<file path="src/rtl/sad_pkg.sv">
package sad_pkg;
  typedef enum logic [1:0] {
    SRC_NONE = 2'd0,
    SRC_EXT  = 2'd1,
    SRC_PREV = 2'd2
  } acc_src_e;

  function automatic acc_src_e decode_src(input logic en, input logic last);
    if (!en)  return SRC_NONE;
    if (last) return SRC_PREV;
    return SRC_EXT;
  endfunction
endpackage

</file>
<file path="src/rtl/sad_lane.sv">
module sad_lane #(
  parameter int W = 8
) (
  input  logic [W-1:0] a,
  input  logic [W-1:0] b,
  output logic [W-1:0] absd
);
  logic [W:0] diff;

  always_comb begin
    diff = {1'b0, a} - {1'b0, b};
    absd = diff[W] ? W'(-diff) : diff[W-1:0];
  end


  always_comb begin
    if (a >= b) lane_abs_chk_hi: assert ((absd + b) == a);
    else        lane_abs_chk_lo: assert ((absd + a) == b);
  end
endmodule

</file>
<file path="src/rtl/sad_stage2.sv">
module sad_stage2
  import sad_pkg::*;
#(
  parameter int LANES = 4,
  parameter int W     = 8,
  parameter int ACC_W = 32
) (
  input  logic                 clk,
  input  logic                 rst_n,
  input  logic                 advance,
  input  logic                 s1_valid,
  input  logic [LANES*W-1:0]   s1_absd,
  input  acc_src_e             s1_src,
  input  logic [ACC_W-1:0]     s1_acc,
  output logic                 out_valid,
  output logic [ACC_W-1:0]     result
);
  localparam int SUM_W = W + $clog2(LANES);

  logic [SUM_W-1:0] lane_sum;
  logic [ACC_W-1:0] acc_term;
  logic [ACC_W-1:0] next_result;

  always_comb begin
    lane_sum = '0;
    for (int i = 0; i < LANES; i++)
      lane_sum = lane_sum + SUM_W'(s1_absd[i*W +: W]);
  end

  always_comb begin
    unique case (s1_src)
      SRC_EXT:  acc_term = s1_acc;
      SRC_PREV: acc_term = result;
      default:  acc_term = '0;
    endcase
    next_result = acc_term + ACC_W'(lane_sum);
  end

  always_ff @(posedge clk) begin
    if (!rst_n) begin
      out_valid <= 1'b0;
      result    <= '0;
    end else if (advance) begin
      out_valid <= s1_valid;
      if (s1_valid) result <= next_result;
    end
  end


  sum_width_chk: assert property (@(posedge clk) disable iff (!rst_n)
    (advance && s1_valid && s1_src == SRC_NONE) |=> (result[ACC_W-1:SUM_W] == '0));


  stall_hold_chk: assert property (@(posedge clk) disable iff (!rst_n)
    !advance |=> ($stable(result) && $stable(out_valid)));
endmodule

</file>
<file path="src/rtl/packed_sad_unit.sv">
module packed_sad_unit
  import sad_pkg::*;
#(
  parameter int LANES = 4,
  parameter int W     = 8,
  parameter int ACC_W = 32
) (
  input  logic                 clk,
  input  logic                 rst_n,
  input  logic                 in_valid,
  output logic                 in_ready,
  input  logic [LANES*W-1:0]   in_a,
  input  logic [LANES*W-1:0]   in_b,
  input  logic [ACC_W-1:0]     in_acc,
  input  logic                 in_acc_en,
  input  logic                 in_acc_last,
  output logic                 out_valid,
  input  logic                 out_ready,
  output logic [ACC_W-1:0]     out_result
);
  localparam int OP_W = LANES * W;

  logic             advance;
  logic [OP_W-1:0]  absd_c;
  logic             s1_valid;
  logic [OP_W-1:0]  s1_absd;
  acc_src_e         s1_src;
  logic [ACC_W-1:0] s1_acc;

  assign advance  = !out_valid || out_ready;
  assign in_ready = advance;

  for (genvar g = 0; g < LANES; g++) begin : g_lane
    sad_lane #(.W(W)) u_lane (
      .a    (in_a[g*W +: W]),
      .b    (in_b[g*W +: W]),
      .absd (absd_c[g*W +: W])
    );
  end

  always_ff @(posedge clk) begin
    if (!rst_n) begin
      s1_valid <= 1'b0;
      s1_absd  <= '0;
      s1_src   <= SRC_NONE;
      s1_acc   <= '0;
    end else if (advance) begin
      s1_valid <= in_valid;
      if (in_valid) begin
        s1_absd <= absd_c;
        s1_src  <= decode_src(in_acc_en, in_acc_last);
        s1_acc  <= in_acc;
      end
    end
  end

  sad_stage2 #(.LANES(LANES), .W(W), .ACC_W(ACC_W)) u_stage2 (
    .clk       (clk),
    .rst_n     (rst_n),
    .advance   (advance),
    .s1_valid  (s1_valid),
    .s1_absd   (s1_absd),
    .s1_src    (s1_src),
    .s1_acc    (s1_acc),
    .out_valid (out_valid),
    .result    (out_result)
  );


  accept_flow_chk: assert property (@(posedge clk) disable iff (!rst_n)
    (in_valid && in_ready) |=> s1_valid);


  backpressure_chk: assert property (@(posedge clk) disable iff (!rst_n)
    (out_valid && !out_ready) |-> !in_ready);


  no_drop_chk: assert property (@(posedge clk) disable iff (!rst_n)
    (out_valid && !out_ready) |=> out_valid);
endmodule

</file>
<file path="config.mk">
export PLATFORM = sky130hd
export DESIGN_NAME = packed_sad_unit
export DESIGN_NICKNAME = d
export VERILOG_FILES = /design/src/rtl/sad_pkg.sv /design/src/rtl/sad_lane.sv /design/src/rtl/sad_stage2.sv /design/src/rtl/packed_sad_unit.sv
export SDC_FILE = /design/constraint.sdc
export NUM_CORES = 1
export LEC_CHECK = 0
export BUFFER_PORTS_ARGS = -buffer_cell sky130_fd_sc_hd__clkbuf_2
export CAP_MARGIN = 20
export CORE_MARGIN = 5
export CORE_UTILIZATION = 61
export CTS_CLUSTER_SIZE = 14
export DETAILED_ROUTE_END_ITERATION = 6
export HOLD_SLACK_MARGIN = 0.03
export PLACE_DENSITY = 0.93
export SYNTH_ARGS = -nofsm -noshare
export SYNTH_HDL_FRONTEND = slang
export SYNTH_SLANG_ARGS = --single-unit
</file>
<file path="constraint.sdc">
create_clock -name clk -period 7.4 [get_ports clk]
set_input_delay 0.74 -clock clk [delete_from_list [all_inputs] [get_ports clk]]
set_output_delay 0.74 -clock clk [all_outputs]
set_load 0.005 [all_outputs]
</file>
* After elaboration in Yosys (flattened, before gate mapping)
Index checks and enable logic that the tools add are counted.
Operators by class: add/subtract/negate cells 12, eq/ne operators 2, mux-type cells 18, reductions and logical operators 4
Operator list (count):
- 32-bit case mux with 2 select lines | 1
- 8-bit by 8-bit subtractor with 9-bit output | 4
- 32-bit by 10-bit adder with 32-bit output | 1
- 8-bit 2-to-1 mux | 4
- 8-bit negation | 4
- 10-bit by 8-bit adder with 10-bit output | 2
- 8-bit by 8-bit adder with 9-bit output | 1
- 1-bit 2-to-1 mux | 9
- 2-bit 2-to-1 mux | 4
- 2-bit AND reduction | 2
- 2-bit by 1-bit == test with 1-bit output (second input constant) | 1
- 2-bit == test (second input constant) | 1
- 1-bit logical NOT | 1
- 1-bit logical OR | 1
Word-level totals: register bits 100, input bits 102

* Logic depth before layout (Yosys ltp)
depth after elaboration 10, mapped depth 24, depth with buffers taken out 24

* Cells and area by module
Synthesis repeated with hierarchy kept, for this count alone.
Unflattened totals: cells, all modules 993, area, all modules 7977.7 µm²
By module, submodules not included:
- sad_stage2 | times used 1, cells each 433, area an instance 3410.8 µm², sequential area each 660.6 µm²
- packed_sad_unit | times used 1, cells each 292, area an instance 2670.1 µm², sequential area each 1341.3 µm²
- sad_lane | times used 4, cells each 67, area an instance 474.2 µm², sequential area each 0.0 µm²

* Worst setup path after synthesis
Ideal clock, no wire load.
kind reg2reg, start register s1_absd[0], end register u_stage2.result[28], setup time 0.070 ns, arrival 4.448 ns, path slack 2.882 ns, cell stages (with the launch flop) 21, clock period less this slack 4.518 ns, cells stage by stage dfxtp_1 ha_1 inv_1 fa_1 fa_1 inv_1 ha_1 fa_1 a21o_1 a21oi_1 o21bai_1 a21oi_1 xnor2_1 ha_1 nand2_1 nor2b_1 a21oi_1 nor3_4 nand4b_1 xor2_1 a21oi_1
Between the ends: word-level cells in the longest chain between the ends 4
Ends and longest elaborated chain:
- from (decl) | line packed_sad_unit.sv:26 | logic [OP_W-1:0] s1_absd;
- from (signal assigned) | line packed_sad_unit.sv:50 | s1_absd <= absd_c;
- 8-bit by 8-bit adder with 9-bit output | line sad_stage2.sv:27 | lane_sum = lane_sum + SUM_W'(s1_absd[i*W +: W]);
- 10-bit by 8-bit adder with 10-bit output (2 in series) | line sad_stage2.sv:27
- 32-bit by 10-bit adder with 32-bit output | line sad_stage2.sv:36 | next_result = acc_term + ACC_W'(lane_sum);
- to (signal assigned) | line sad_stage2.sv:45 | if (s1_valid) result <= next_result;
- to (decl) | line sad_stage2.sv:16 | output logic [ACC_W-1:0] result
Every way passes these cells. A chain may end at the register's enable or synchronous reset.

* Final worst setup path
Same ends and word-level chain as after synthesis.

==> results by group <==
Clock network
  – CTS max path bufs: 2
  – CTS Root Cell: clkbuf_16
  – Resized Gates After CTS: 0
  – Post-cts hold buffer count: 0
  – Clock transition at path regs: 0.07 ns
  – Num CTS Buffers: 9
  – Worst-Skew Late Latency: 0.35 ns
  – Htree depth: 3
  – CTS sink count: 100
  – CTS tree: built
  – Setup Buffers After CTS: 0

Run
  – Maxcap violations: 0

Global route
  – GRT Total Usage: 0.255
  – Antenna violations before repair: 0
  – Vias in the first global route: 6,816
  – Congestion Overflow GR: 0
  – First-pass GRT wire length: 30,900 microns
  – Largest net degree at the start of global routing: 89

Floorplanning
  – Row Count: 40
  – Die ar.: 14,300 sq um
  – Initial Util: 0.616
  – Core ar.: 11,900 sq um
  – Die width: 120 microns
  – IO Pins: 136
  – Die height: 120 microns

Timing
  – Fin crit share: 0.705
  – Slew @ Worst Pin: 0.816 ns
  – Fmax: 0.192 GHz
  – Final Critical Period: 5.21 ns
  – Setup TNS: 0 ns
  – Hold Slack: 0.459 ns
  – Setup Skew: 0.00770 ns
  – Slew headroom: 0.456
  – RSZ-0062 raised after global routing: false
  – Hold Vio Cnt, Final: 0
  – Final setup fails: 0
  – Slew Viols, Final: 0

Logic synthesis
  – Main combinational cell family by area after synthesis: compound AO/OA/AOI/OAI gates
  – Mean Syn Cell Area: 7.83 sq um
  – Post-synthesis simple-gate area fraction: 0.181
  – Post-synthesis mux area share: 0.00546
  – Ys async rst share: 0
  – Post-Syn Area: 7330 sq um
  – XOR/XNOR Fraction of Synth Area: 0.0908
  – Distinct cells, synth: 59
  – Cells after Synth: 937
  – Register area share after synthesis: 0.273
  – Post-Synth Adder-Cell Area: 0.150
  – Synth Area in Compound Gates: 0.231
  – YS warnings: 0
  – Synth Flop Type: dfxtp_1
  – #FFs+latches synth: 100
  – Mapped Nets: 1,118
  – Post-synth EDFFs: 0

Finish
  – Share of cells above drive strength 1: 0.170
  – Commonest non-fill, non-tap cell in the layout: clkbuf_2
  – # diodes: 0
  – Most frequent cells in the layout: 135 x clkbuf_2, 108 x nand2_1, 100 x dfxtp_1
  – Nets: 1,227
  – Area Overhead vs Synth: 13.9%

Critical path
  – Critical Path AT: 5.43 ns
  – Worst EP required: 7.61 ns
  – Critical R2R Capture: u_stage2.result[28]$_SDFFE_PN0P_
  – Crit start category: flip-flop
  – CP Class: flip-flop to flip-flop
  – R2r startpoint: s1_absd[0]$_SDFFE_PN0P_
  – Worst-path fanout max: 8
  – Setup crit end kind: flip-flop
  – Reg-to-reg slack, setup: 2.19 ns
  – R2r worst-path depth: 23

Route
  – Pre-antenna DRT Iters: 5
  – Vias/cell: 5.88
  – Residual DRC count: 0
  – DR WL/cell: 15.4 microns
  – Post-DRT Antenna Nets: 0
  – DRT iter0 DRCs: 724
  – Drt total wl: 18,400 microns
  – Routed via count: 7,027

Min path
  – Worst hold path stage count: 2
  – Hold wc startpoint: s1_acc[24]$_SDFFE_PN0P_
  – Hold Path Class: flip-flop to flip-flop
  – Endpoint, Worst Hold: s1_acc[24]$_SDFFE_PN0P_

Placement
  – Port bufs: 135
  – Final GP Congestion: 0.933
  – DP HPWL: 13,100 microns

Power and ir drop
  – PD cells: 218 nW/um^2
  – Pleak: 3.81 nW
  – Maximum VDD drop: 0.000182 V

Outcome
  – Outcome: complete, no violations
per-stage QoR:
step / std cells / worst slack [ns] / utilization / instance area, sq um / power (mW)
floorplan: 937 / 2.88 / - / 7330 / 1.17
global placement: 1182 / 2.61 / 0.677 / 8060 / 1.31
detailed placement: 1182 / 2.44 / 0.677 / 8060 / 1.34
CTS: 1196 / 2.27 / 0.701 / 8350 / 1.82
global route: 1196 / 1.80 / 0.701 / 8350 / 1.94
finish: 1196 / 2.19 / 0.701 / 8350 / 1.82
Yosys cell counts (all sizes together), types with 2 or more instances:
cell type | number | area [sq um]
nand2 | 108 | 405
dfxtp | 100 | 2000
a21oi | 99 | 495
inv | 85 | 319
nor2 | 74 | 285
ha | 64 | 801
o21ai | 54 | 270
xnor2 | 42 | 368
clkbuf | 38 | 143
xor2 | 34 | 298
a22oi | 32 | 245
a211oi | 26 | 195
nand3 | 17 | 90.1
fa | 15 | 300
a21o | 14 | 105
a31oi | 13 | 81.3
and3 | 11 | 68.8
nor2b | 11 | 68.8
nor4 | 10 | 75.1
or2 | 8 | 50.1
and2 | 7 | 43.8
buf | 6 | 42.5
nand3b | 6 | 45.0
nand4b | 6 | 58.8
nor3 | 6 | 41.3
mux2i | 4 | 40.0
o2111ai | 4 | 35.0
o21bai | 4 | 30.0
or3 | 4 | 25.0
a2111oi | 3 | 45.1
a211o | 3 | 26.3
a31o | 3 | 26.3
nand2b | 3 | 18.8
nand4 | 3 | 18.8
o211a | 3 | 30.0
o22ai | 3 | 18.8
a2111o | 2 | 22.5
a41oi | 2 | 17.5
and4 | 2 | 17.5
state kept, by name (all words and copies together) (netlist names):
name                cells
s1_absd                32
s1_acc                 32
u_stage2.result        32
s1_src                  2
s1_valid                1
u_stage2.out_valid      1
power breakdown:
part           switching, mW  total [mW]  internal, mW
logic                  0.422       0.731         0.309
clock network          0.210       0.471         0.261
registers             0.0337       0.622         0.588
total                  0.666        1.82          1.16
layer usage:
layer / up-vias / GRT usage / wire length, microns
met5: - / 0 / 0
met4: 0 / 0.0966 / 470
met1: 3247 / 0.316 / 7660
met2: 266 / 0.445 / 9090
li1: 3471 / - / -
met3: 43 / 0.0415 / 1210
area by class of cell:
| type | count | area (sq um) |
|---|---|---|
| Inverter | 85 | 319 |
| Multi-Input combinational cell | 708 | 4830 |
| Tap cell | 147 | 184 |
| Timing Repair Buffer | 142 | 728 |
| Sequential cell | 100 | 2000 |
| Clock inverter | 5 | 62.6 |
| Fill cell | 920 | 3560 |
| Clock buffer | 9 | 225 |
worst max-delay path by stage:
stage / depth (start not counted) / end / from / slack, ns
floorplan: 20 / u_stage2.result[28]$_SDFFE_PN0P_ / s1_absd[0]$_SDFFE_PN0P_ / 2.88
global placement: 20 / u_stage2.result[28]$_SDFFE_PN0P_ / s1_absd[0]$_SDFFE_PN0P_ / 2.61
detailed placement: 20 / u_stage2.result[26]$_SDFFE_PN0P_ / s1_absd[8]$_SDFFE_PN0P_ / 2.44
CTS: 20 / u_stage2.result[28]$_SDFFE_PN0P_ / s1_absd[0]$_SDFFE_PN0P_ / 2.27
global route: 23 / u_stage2.result[28]$_SDFFE_PN0P_ / s1_absd[8]$_SDFFE_PN0P_ / 1.80
finish: 23 / u_stage2.result[28]$_SDFFE_PN0P_ / s1_absd[0]$_SDFFE_PN0P_ / 2.19
kinds of logic (layout without fill, tap and decap cells):
group	count (synthesis)	count (layout)
AND/OR/NAND/NOR	278	278
AO/OA/AOI/OAI	271	271
buffers and inverters	129	241
flip-flops	100	100
adder cells (fa/ha/maj)	79	79
XOR/XNOR	76	76
multiplexers	4	4
critical path, stage by stage, from the launching register on:
cell and delay, ns:
dfxtp_1 0.35, ha_1 0.18, inv_1 0.06, fa_1 0.42, nor2b_1 0.13, o21ai_0 0.12
a21oi_1 0.23, o21ai_0 0.15, nand2b_1 0.16, xnor2_1 0.10, fa_1 0.49, inv_1 0.04
ha_1 0.32, nand2_1 0.08, o21ai_0 0.23, xor2_1 0.13, ha_1 0.36, nand2_1 0.10
nor2b_1 0.33, a21oi_1 0.22, nor3_4 0.43, nand4b_1 0.18, xor2_1 0.20, a21oi_1 0.08
Note: power is estimated with default switching activity, not from simulation.
